==> src/rtl/stk_pkg.sv <==
package stk_pkg;
  typedef enum logic [2:0] {
    OP_PUSH  = 3'd0,
    OP_POP   = 3'd1,
    OP_CALL  = 3'd2,
    OP_RET   = 3'd3,
    OP_ENTER = 3'd4,
    OP_LEAVE = 3'd5
  } stk_op_e;

  typedef enum logic {ST_IDLE = 1'b0, ST_ACCESS = 1'b1} stk_st_e;

  function automatic logic op_known(input logic [2:0] op);
    return op <= 3'd5;
  endfunction

  function automatic logic op_writes(input logic [2:0] op);
    return (op == OP_PUSH) || (op == OP_CALL) || (op == OP_ENTER);
  endfunction
endpackage

==> src/rtl/stk_seq.sv <==
module stk_seq
  import stk_pkg::*;
#(
  parameter int DW = 32
) (
  input  logic          clk,
  input  logic          rst_n,
  input  logic          cmd_valid,
  output logic          cmd_ready,
  input  logic [2:0]    cmd_op,
  input  logic [DW-1:0] cmd_opnd,
  input  logic [DW-1:0] cmd_ip,
  input  logic [DW-1:0] sp,
  input  logic [DW-1:0] bp,
  output logic          mem_req,
  output logic          mem_we,
  output logic [DW-1:0] mem_addr,
  output logic [DW-1:0] mem_wdata,
  input  logic [DW-1:0] mem_rdata,
  input  logic          mem_ack,
  output logic          busy,
  output logic          done,
  output logic          sp_ld,
  output logic [DW-1:0] sp_nxt,
  output logic          bp_ld,
  output logic [DW-1:0] bp_nxt,
  output logic          ip_ld,
  output logic [DW-1:0] ip_nxt,
  output logic          res_ld,
  output logic [DW-1:0] res_nxt
);
  localparam logic [DW-1:0] STEP = DW'(DW / 8);

  stk_st_e       st;
  logic [2:0]    op_q;
  logic [DW-1:0] opnd_q;
  logic [DW-1:0] ip_q;
  logic          done_q;
  logic          accept;
  logic          fin;
  logic [DW-1:0] below_sp;

  assign accept    = cmd_valid && (st == ST_IDLE);
  assign fin       = (st == ST_ACCESS) && mem_ack;
  assign cmd_ready = (st == ST_IDLE);
  assign busy      = (st == ST_ACCESS);
  assign done      = done_q;
  assign below_sp  = sp - STEP;

  always_ff @(posedge clk) begin
    if (!rst_n) begin
      st     <= ST_IDLE;
      op_q   <= '0;
      opnd_q <= '0;
      ip_q   <= '0;
      done_q <= 1'b0;
    end else begin
      done_q <= fin || (accept && !op_known(cmd_op));
      if (accept) begin
        op_q   <= cmd_op;
        opnd_q <= cmd_opnd;
        ip_q   <= cmd_ip;
        st     <= op_known(cmd_op) ? ST_ACCESS : ST_IDLE;
      end else if (fin) begin
        st <= ST_IDLE;
      end
    end
  end

  always_comb begin
    mem_req  = (st == ST_ACCESS);
    mem_we   = op_writes(op_q);
    if (op_q == OP_LEAVE)  mem_addr = bp;
    else if (mem_we)       mem_addr = below_sp;
    else                   mem_addr = sp;
    if (op_q == OP_CALL)       mem_wdata = ip_q;
    else if (op_q == OP_ENTER) mem_wdata = bp;
    else                       mem_wdata = opnd_q;

    sp_ld   = fin;
    sp_nxt  = mem_we ? below_sp : mem_addr + STEP;
    bp_ld   = fin && ((op_q == OP_ENTER) || (op_q == OP_LEAVE));
    bp_nxt  = (op_q == OP_ENTER) ? below_sp : mem_rdata;
    ip_ld   = fin && ((op_q == OP_CALL) || (op_q == OP_RET));
    ip_nxt  = (op_q == OP_CALL) ? opnd_q : mem_rdata;
    res_ld  = fin && !mem_we;
    res_nxt = mem_rdata;
  end
endmodule

==> src/rtl/stk_ptrs.sv <==
module stk_ptrs #(
  parameter int              DW      = 32,
  parameter logic [DW-1:0]   TOS     = 32'h0000_1000,
  parameter logic [DW-1:0]   RST_VEC = 32'h0000_0100
) (
  input  logic          clk,
  input  logic          rst_n,
  input  logic          sp_ld,
  input  logic [DW-1:0] sp_nxt,
  input  logic          bp_ld,
  input  logic [DW-1:0] bp_nxt,
  input  logic          ip_ld,
  input  logic [DW-1:0] ip_nxt,
  input  logic          res_ld,
  input  logic [DW-1:0] res_nxt,
  output logic [DW-1:0] sp,
  output logic [DW-1:0] bp,
  output logic [DW-1:0] ip,
  output logic [DW-1:0] res
);
  always_ff @(posedge clk) begin
    if (!rst_n) begin
      sp  <= TOS;
      bp  <= TOS;
      ip  <= RST_VEC;
      res <= '0;
    end else begin
      if (sp_ld)  sp  <= sp_nxt;
      if (bp_ld)  bp  <= bp_nxt;
      if (ip_ld)  ip  <= ip_nxt;
      if (res_ld) res <= res_nxt;
    end
  end
endmodule

==> src/rtl/stk_engine.sv <==
module stk_engine #(
  parameter int            DW      = 32,
  parameter logic [DW-1:0] TOS     = 32'h0000_1000,
  parameter logic [DW-1:0] RST_VEC = 32'h0000_0100
) (
  input  logic          clk,
  input  logic          rst_n,
  input  logic          cmd_valid,
  output logic          cmd_ready,
  input  logic [2:0]    cmd_op,
  input  logic [DW-1:0] cmd_opnd,
  input  logic [DW-1:0] cmd_ip,
  output logic [DW-1:0] sp,
  output logic [DW-1:0] bp,
  output logic [DW-1:0] ip,
  output logic [DW-1:0] pop_data,
  output logic          busy,
  output logic          done,
  output logic          mem_req,
  output logic          mem_we,
  output logic [DW-1:0] mem_addr,
  output logic [DW-1:0] mem_wdata,
  input  logic [DW-1:0] mem_rdata,
  input  logic          mem_ack
);
  logic          sp_ld, bp_ld, ip_ld, res_ld;
  logic [DW-1:0] sp_nxt, bp_nxt, ip_nxt, res_nxt;

  stk_seq #(.DW(DW)) u_seq (
    .clk(clk), .rst_n(rst_n),
    .cmd_valid(cmd_valid), .cmd_ready(cmd_ready), .cmd_op(cmd_op),
    .cmd_opnd(cmd_opnd), .cmd_ip(cmd_ip),
    .sp(sp), .bp(bp),
    .mem_req(mem_req), .mem_we(mem_we), .mem_addr(mem_addr),
    .mem_wdata(mem_wdata), .mem_rdata(mem_rdata), .mem_ack(mem_ack),
    .busy(busy), .done(done),
    .sp_ld(sp_ld), .sp_nxt(sp_nxt), .bp_ld(bp_ld), .bp_nxt(bp_nxt),
    .ip_ld(ip_ld), .ip_nxt(ip_nxt), .res_ld(res_ld), .res_nxt(res_nxt)
  );

  stk_ptrs #(.DW(DW), .TOS(TOS), .RST_VEC(RST_VEC)) u_ptrs (
    .clk(clk), .rst_n(rst_n),
    .sp_ld(sp_ld), .sp_nxt(sp_nxt), .bp_ld(bp_ld), .bp_nxt(bp_nxt),
    .ip_ld(ip_ld), .ip_nxt(ip_nxt), .res_ld(res_ld), .res_nxt(res_nxt),
    .sp(sp), .bp(bp), .ip(ip), .res(pop_data)
  );
endmodule

==> config.mk <==
export PLATFORM = sky130hd
export DESIGN_NAME = stk_engine
export DESIGN_NICKNAME = d
export VERILOG_FILES = /design/src/rtl/stk_pkg.sv /design/src/rtl/stk_seq.sv /design/src/rtl/stk_ptrs.sv /design/src/rtl/stk_engine.sv
export SDC_FILE = /design/constraint.sdc
export NUM_CORES = 1
export LEC_CHECK = 0
export ABC_AREA = 1
export BUFFER_PORTS_ARGS = -buffer_cell sky130_fd_sc_hd__buf_2
export CAP_MARGIN = 10
export CORE_MARGIN = 8
export CORE_UTILIZATION = 25
export CTS_CLUSTER_SIZE = 10
export DETAILED_ROUTE_END_ITERATION = 10
export PLACE_DENSITY = 0.53
export SYNTH_ARGS = -nofsm -noshare
export SYNTH_HDL_FRONTEND = slang
export SYNTH_SLANG_ARGS = --single-unit
==> constraint.sdc <==
create_clock -name clk -period 2.3 [get_ports clk]
set_input_delay 0.46 -clock clk [delete_from_list [all_inputs] [get_ports clk]]
set_output_delay 0.46 -clock clk [all_outputs]
set_load 0.01 [all_outputs]
==> results of run 1 <==
## layer usage
| metal | wire length [µm] | vias up | global-route usage [%] | part of all wire (%) |
|---|---|---|---|---|
| li1 | - | 6672 | - | - |
| met1 | 25400 | 6766 | 28.5 | 44 |
| met2 | 26200 | 635 | 33.8 | 45 |
| met3 | 4120 | 132 | 5.22 | 7.1 |
| met4 | 2020 | 2 | 7.90 | 3.5 |
| met5 | 13 | - | 0 | 0.023 |
## worst paths after layout
kind                                      end    startpoint  depth (start not counted)
worst min-delay path            u_ptrs.res[2]  mem_rdata[2]                          3
worst max register to register  u_ptrs.sp[25]  u_ptrs.sp[6]                         20
worst max-delay path             mem_addr[22]  u_ptrs.sp[4]                         14
worst min register to register   u_ptrs.ip[8]  u_ptrs.ip[8]                          2
## logic make-up (layout without fill, tap and decap cells)
family | count (synthesis) | count (layout) | synth area share, %
xor gates and xnor gates | 8 | 8 | 0.665
DFF | 197 | 197 | 37.4
and+or+nand+nor | 783 | 783 | 31.6
other | 0 | 2 | 0
buffers and inverters | 197 | 854 | 7.34
AOI/OAI and AO/OA | 439 | 439 | 22.8
adders and majority gates | 2 | 2 | 0.237
## sequential cells by signal, summed over array words and instances (netlist names)
name,cells
u_ptrs.bp,32
u_seq.op_q,3
u_ptrs.ip,32
u_ptrs.sp,32
u_seq.busy,1
u_seq.opnd_q,32
u_seq.ip_q,32
u_ptrs.res,32
u_seq.done,1
## timing repair
item | in CTS | in global routing
pin swaps | 122 | 138
resized for setup | 365 | 281
endpoints found under the hold margin | 0 | 0
gates cloned | 6 | 3
setup endpoints to repair | 77 | 90
buffers inserted | 204 | 66
## power breakdown
group	internal, mW	switching, mW	leakage [nW]	total (mW)
logic	2.40	2.53	7.11	4.94
clock network	2.04	1.49	0.317	3.53
registers	3.59	0.181	1.62	3.77
total	8.03	4.20	9.05	12.2
## final cells by class
class	instances	area share [%]
diodes	2	0.0264
clock buffers	18	2.26
clock inverters	12	1.20
inverters	96	2.13
multi-input cells	1232	39.8
flip-flops and latches	197	21.0
well taps	539	3.55
repair buffers	728	30.1
## worst register-to-register path, delay by kind of cell (launching register included)
kind	cells	cell delay (ns)
DFF	1	0.38
buffers and inverters	11	1.34
AOI/OAI and AO/OA	2	0.19
and+or+nand+nor	7	0.73
## cell usage after synthesis, drive strengths merged
master,number
nand3b,1
a31oi,48
or2,10
a21boi,1
a21oi,104
nor3,2
o21bai,3
o22ai,31
buf,20
o21ai,239
inv,93
clkinv,3
nand4,7
o211ai,11
nand3,71
xnor2,2
clkbuf,81
dfxtp,197
xor2,6
a211oi,2
ha,2
nor2,351
nand2,341
## layout by cell type (no fill, tap or decap), types with 7 or more instances in the layout
master | Yosys | routed
a21oi_2 | 7 | 13
nor2_2 | 8 | 35
dfxtp_1 | 197 | 180
clkbuf_16 | 0 | 19
a21oi_4 | 2 | 7
dfxtp_2 | 0 | 11
nand3_4 | 2 | 15
buf_2 | 9 | 253
o21ai_1 | 11 | 13
or2_2 | 9 | 8
nand3_1 | 63 | 32
a21oi_1 | 95 | 84
o21ai_2 | 2 | 10
o22ai_1 | 31 | 31
o211ai_1 | 11 | 11
o21ai_0 | 226 | 211
nor2_1 | 329 | 279
a31oi_1 | 48 | 30
buf_6 | 2 | 122
nand3_2 | 6 | 24
buf_4 | 2 | 321
nor2_4 | 13 | 36
buf_12 | 0 | 22
nand2_2 | 14 | 94
inv_1 | 85 | 59
a31oi_4 | 0 | 18
inv_4 | 0 | 9
nand4_1 | 7 | 7
nand2_1 | 323 | 177
inv_2 | 8 | 24
nand2_4 | 4 | 65
==> impl_metrics.ini, run 1 <==
[worst_setup_path]
cp_num_buf_inv = 5
worst_ep_required_time_ns = 1.84
arrival_ns = 2.32
critPathSlowestCell = dfxtp_4
cpMostUsedCell = nand2_2
crit_path_max_fanout = 5
worstSetupPathType = reg -> out
r2r_slack_ns = -0.40
crit_chain = buf_6, nor2_4, nand2_8, nor2_4, nand2_2, inv_2, nand2_2, nand2_2, nand3_2, nand2_2, nand2_2, buf_6, inv_4, buf_6
cp_slowest_stage_delay_ns = 0.36
start_kind = register
cp_top_family = simple AND/OR/NAND/NOR gates
endpoint_kind = primary output

[pwr]
vdd_drop_max_mv = 0.534
pwr_density_cell_mw_per_mm2 = 644
p_leak_nw = 9.05
total_power_mw = 12.2

[die]
die_w_um = 221
row_count = 75
start_util_pct = 25.2
die_y_um = 221
die_area_mm2 = 0.0490
core-area_mm2 = 0.0418
pin_count = 300

[logic_synthesis]
synth_area_leaders = dfxtp_1 (37%), nor2_1 (12%), nand2_1 (12%), o21ai_0 (11%), a21oi_1 (4.5%)
synthCells = 1626
synth_area_leader_cell = dfxtp_1
ys_seq_area_share_pct = 37.4
synth_seq_cells = 197
synth.distinct_cells = 40
synth_area_per_cell_um2 = 6.48
syn_area_mm2 = 0.0105
yosysWarnings = 0
synth_top_area_share_pct = 37.4
synth.net_count = 1731

[placed_design]
gp_routability_congestion = 0.955
place_area_mm2 = 0.0139
place_hpwl_mm = 38.2
port-buffer-count = 299
dp.cells = 2546
pre_cts_ws_ns = -0.161

[global_route]
grt_pass1_vias = 13700
grt_pass1_wl_mm = 83.1
antenna_found_initial = 4
overflow = 0
grt_max_degree = 71
gr-usage-all-layers_pct = 21.6

[cells_and_area]
nFillCells = 4026
multiInputGateArea_mm2 = 0.00756
nNetsFinal = 2377
drive_above_1_share_pct = 50.5
fin_area_mm2 = 0.0190
area_delta_synth_final_pct = 80.2
regArea_mm2 = 0.00398
final_util_pct = 45.5
stdcell_count = 2824

[clocking]
cts_root_buffer = clkbuf_16
cts_buffers = 17
cts_hold_buf = 0
cts_tree = yes
cts_htree_levels = 4
clk_pin_slew_worst_paths_ns = 0.08
clock-sinks = 197
cts.path.max_buffers = 2
worstSkewPairLatency_ns = 0.48

[sta]
rsz0062_at_grt = yes
finalMaxSlewViolations = 0
fin_crit_sh_pct = 121
skew_ns = 0.0229
fin_crit_ns = 2.78
setup_tns_ns = -20.21
setup_violations = 84
worst_pin_slew_ns = 0.637
timing.final.ws_setup_ns = -0.477
hold_viol_final = 0
fmax_mhz = 360
slew_headroom_pct = 57.5
whs_ns = 0.234

[min_path]
min_path_type = in -> reg

[route]
drt_iter0_markers = 1025
firstDrtPassIters = 5
drc = 0
routedWlPerCell_um = 20.5
via_per_inst = 5.03
ant_nets = 0
num_vias = 14200
drt_wl_total_mm = 57.8

[run_status]
run_status = complete, but fails checks
failed_checks = setup timing

[flow_run]
maxCapViolCount = 0
Power figures use the tool's default switching activity.
==> inputs of run 2 (changes only) <==
Settings changed: PLACE_DENSITY 0.53 to 0.52, SYNTH_HIERARCHICAL from default to 1.
==> run 2 against run 1 <==
The run still ends with setup timing left; sequential power barely moved; sequential cell count unchanged; setup slack worse by 0.037 ns; utilization down 0.70 points; non-clock buffer count rose by 45; critical path type is now reg -> reg; largest power group unchanged; highest routed layer unchanged.
==> impl_metrics.ini, run 2 <==
[worst_setup_path]
endpoint_kind = register
cp_num_buf_inv = 12
rr_worst_depth = 22
cp_top_family = buffers and inverters
start_kind = register
crit_path_max_fanout = 4
worstSetupPathType = reg -> reg
cpMostUsedCell = buf_4
worst_ep_required_time_ns = 2.74
crit_cells = 22
crit_chain = nor2_4, nand2_4, buf_6, nor2_4, nand2_4, o21ai_4, nand3_2, buf_4, buf_4, buf_4, buf_4, buf_4, buf_4, buf_4, buf_4, buf_4, buf_4, nand2_2, inv_1, nand2_1, nand2_1, nor2_1
arrival_ns = 3.25
cp_slowest_stage_delay_ns = 0.38
critPathSlowestCell = dfxtp_4

[die]
pin_count = 300
die_area_mm2 = 0.0556
row_count = 80
die_w_um = 236
core-area_mm2 = 0.0477
start_util_pct = 25.3
die_y_um = 236

[logic_synthesis]
ys_seq_area_share_pct = 32.7
synth.distinct_cells = 36
yosysWarnings = 6
yosys-top-cells-count = nand2_1 (622), nor2_1 (442), inv_1 (243)
synth_area_leader_cell = dfxtp_1
synth_area_per_cell_um2 = 5.92
synth.most_common_cell = nand2_1
synth_edf_count = 0
synth_area_leaders = dfxtp_1 (33%), nand2_1 (19%), nor2_1 (14%), inv_1 (7.6%), o21ai_0 (5.9%)
synth_top_area_share_pct = 32.7
synth_seq_cells = 197
synthCells = 2038
async_reset_ff_share_pct = 0
synthFlopType = dfxtp_1
syn_area_mm2 = 0.0121
synth.net_count = 2143

[clocking]
cts.path.max_buffers = 2
cts_buffers = 17
cts_tree = yes
cts_htree_levels = 4
cts_root_buffer = clkbuf_16
cts_hold_buf = 0
clock-sinks = 197
worstSkewPairLatency_ns = 0.49
clk_pin_slew_worst_paths_ns = 0.08

[sta]
setup_violations = 86
worst_pin_slew_ns = 0.526
fmax_mhz = 355
fin_crit_sh_pct = 122
setup_tns_ns = -18.74
fin_crit_ns = 2.81
timing.final.ws_setup_ns = -0.514
finalMaxSlewViolations = 0
hold_viol_final = 0
slew_headroom_pct = 64.6
skew_ns = 0.00965
rsz0062_at_grt = yes

[cells_and_area]
nNetsFinal = 2800
final_util_pct = 44.8
final_common_cell = nand2_1
layout_common_cells = nand2_1 (469), nor2_1 (381), buf_4 (327)
area_delta_synth_final_pct = 77.1
drive_above_1_share_pct = 45.5
fin_area_mm2 = 0.0214

[min_path]
holdPathStages = 3
min_path_type = in -> reg

[pwr]
p_int_mw = 7.84
seqPwrFrac_pct = 30.4
p_leak_nw = 10.9
pwr_density_cell_mw_per_mm2 = 578
swShare_pct = 36.7
total_power_mw = 12.4
net-switching-power_mw = 4.53
combPwrFrac_pct = 42.4
vdd_drop_max_mv = 0.513
p_clk_share_pct = 27.2

[route]
drt_wl_total_mm = 59.5
routedWlPerCell_um = 17.9
num_vias = 15300
drc = 0
ant_nets = 0
firstDrtPassIters = 5
drt_iter0_markers = 1017
via_per_inst = 4.59

[global_route]
grt_pass1_wl_mm = 86.3
grt_pass1_vias = 14900
grt_use_met3_pct = 5.08
grt_max_degree = 67
grt_util_met1_pct = 23.1
antenna_found_initial = 4
met2_usage_pct = 35.0
gr-usage-all-layers_pct = 20.0
top_usage_layer = met2
overflow = 0

[placed_design]
port-buffer-count = 299
place_area_mm2 = 0.0157
pre_cts_ws_ns = -0.401
place_hpwl_mm = 41.2
gp_routability_congestion = 0.878

[flow_run]
maxCapViolCount = 0

[run_status]
failed_checks = setup timing
run_status = complete, but fails checks
-- run 2: final timing paths --
| path | startpoint | to | slack, ns |
|---|---|---|---|
| min reg2reg | u_ptrs/res[14] | u_ptrs/res[14] | 0.47 |
| max reg2reg | u_ptrs/sp[6] | u_ptrs/sp[30] | -0.51 |
| max | u_ptrs/sp[6] | u_ptrs/sp[30] | -0.51 |
| min | cmd_ip[10] | u_seq/ip_q[10] | 0.22 |
-- run 2: kinds of logic (layout without fill, tap and decap cells) --
group / Yosys count / count (layout) / synth area share [%]
adders and majority gates: 2 / 2 / 0.207
buffers and inverters: 384 / 1053 / 14.9
and+or+nand+nor: 1207 / 1208 / 40.9
xor gates and xnor gates: 11 / 11 / 0.860
DFF: 197 / 197 / 32.7
other: 0 / 2 / 0
AOI/OAI and AO/OA: 237 / 237 / 10.5
-- run 2: worst min-delay path, delay by kind of cell --
family	cells	cell delay, ns
simple gates	1	0.08
buf+inv	1	0.07
compound gates	1	0.07
-- run 2: timing repair --
| action | in CTS | in global routing |
|---|---|---|
| cloned | 14 | 3 |
| resized for setup | 446 | 350 |
| setup endpoints to repair | 85 | 93 |
| pin swaps | 131 | 145 |
| setup buffers | 144 | 89 |
-- run 2: final cells by class --
cell class                      instances  area (µm²)
Fill cell                            4781       26400
Multi-Input combinational cell       1458        8460
Inverter                              248        1010
Sequential cell                       197        4020
Clock inverter                         15         203
Clock buffer                           17         425
Tap cell                              615         769
Timing Repair Buffer                  773        6490
Antenna cell                            2        5.00
-- run 2: per-layer routing --
| layer | vias up | share of wire, % |
|---|---|---|
| li1 | 7534 | - |
| met1 | 7174 | 40 |
| met2 | 460 | 50 |
| met3 | 84 | 6.9 |
| met4 | 4 | 3.3 |
| met5 | - | 0.035 |
-- run 2: per-stage QoR --
stage          hold WS (ns)  instances
2_1_floorplan         0.439       2038
3_3_place_gp          0.447       3065
3_5_place_dp          0.456       3065
4_1_cts               0.180       3253
5_1_grt               0.208       3323
6_report              0.218       3325
-- run 2: power by group through the flow --
stage | logic, mW | registers [mW] | clock network, mW
2_1_floorplan | 1.69 | 3.82 | 0
3_3_place_gp | 3.20 | 3.79 | 0
3_5_place_dp | 3.22 | 3.80 | 0
4_1_cts | 4.37 | 3.74 | 3.46
5_1_grt | 5.62 | 3.78 | 3.58
6_report | 5.25 | 3.76 | 3.37
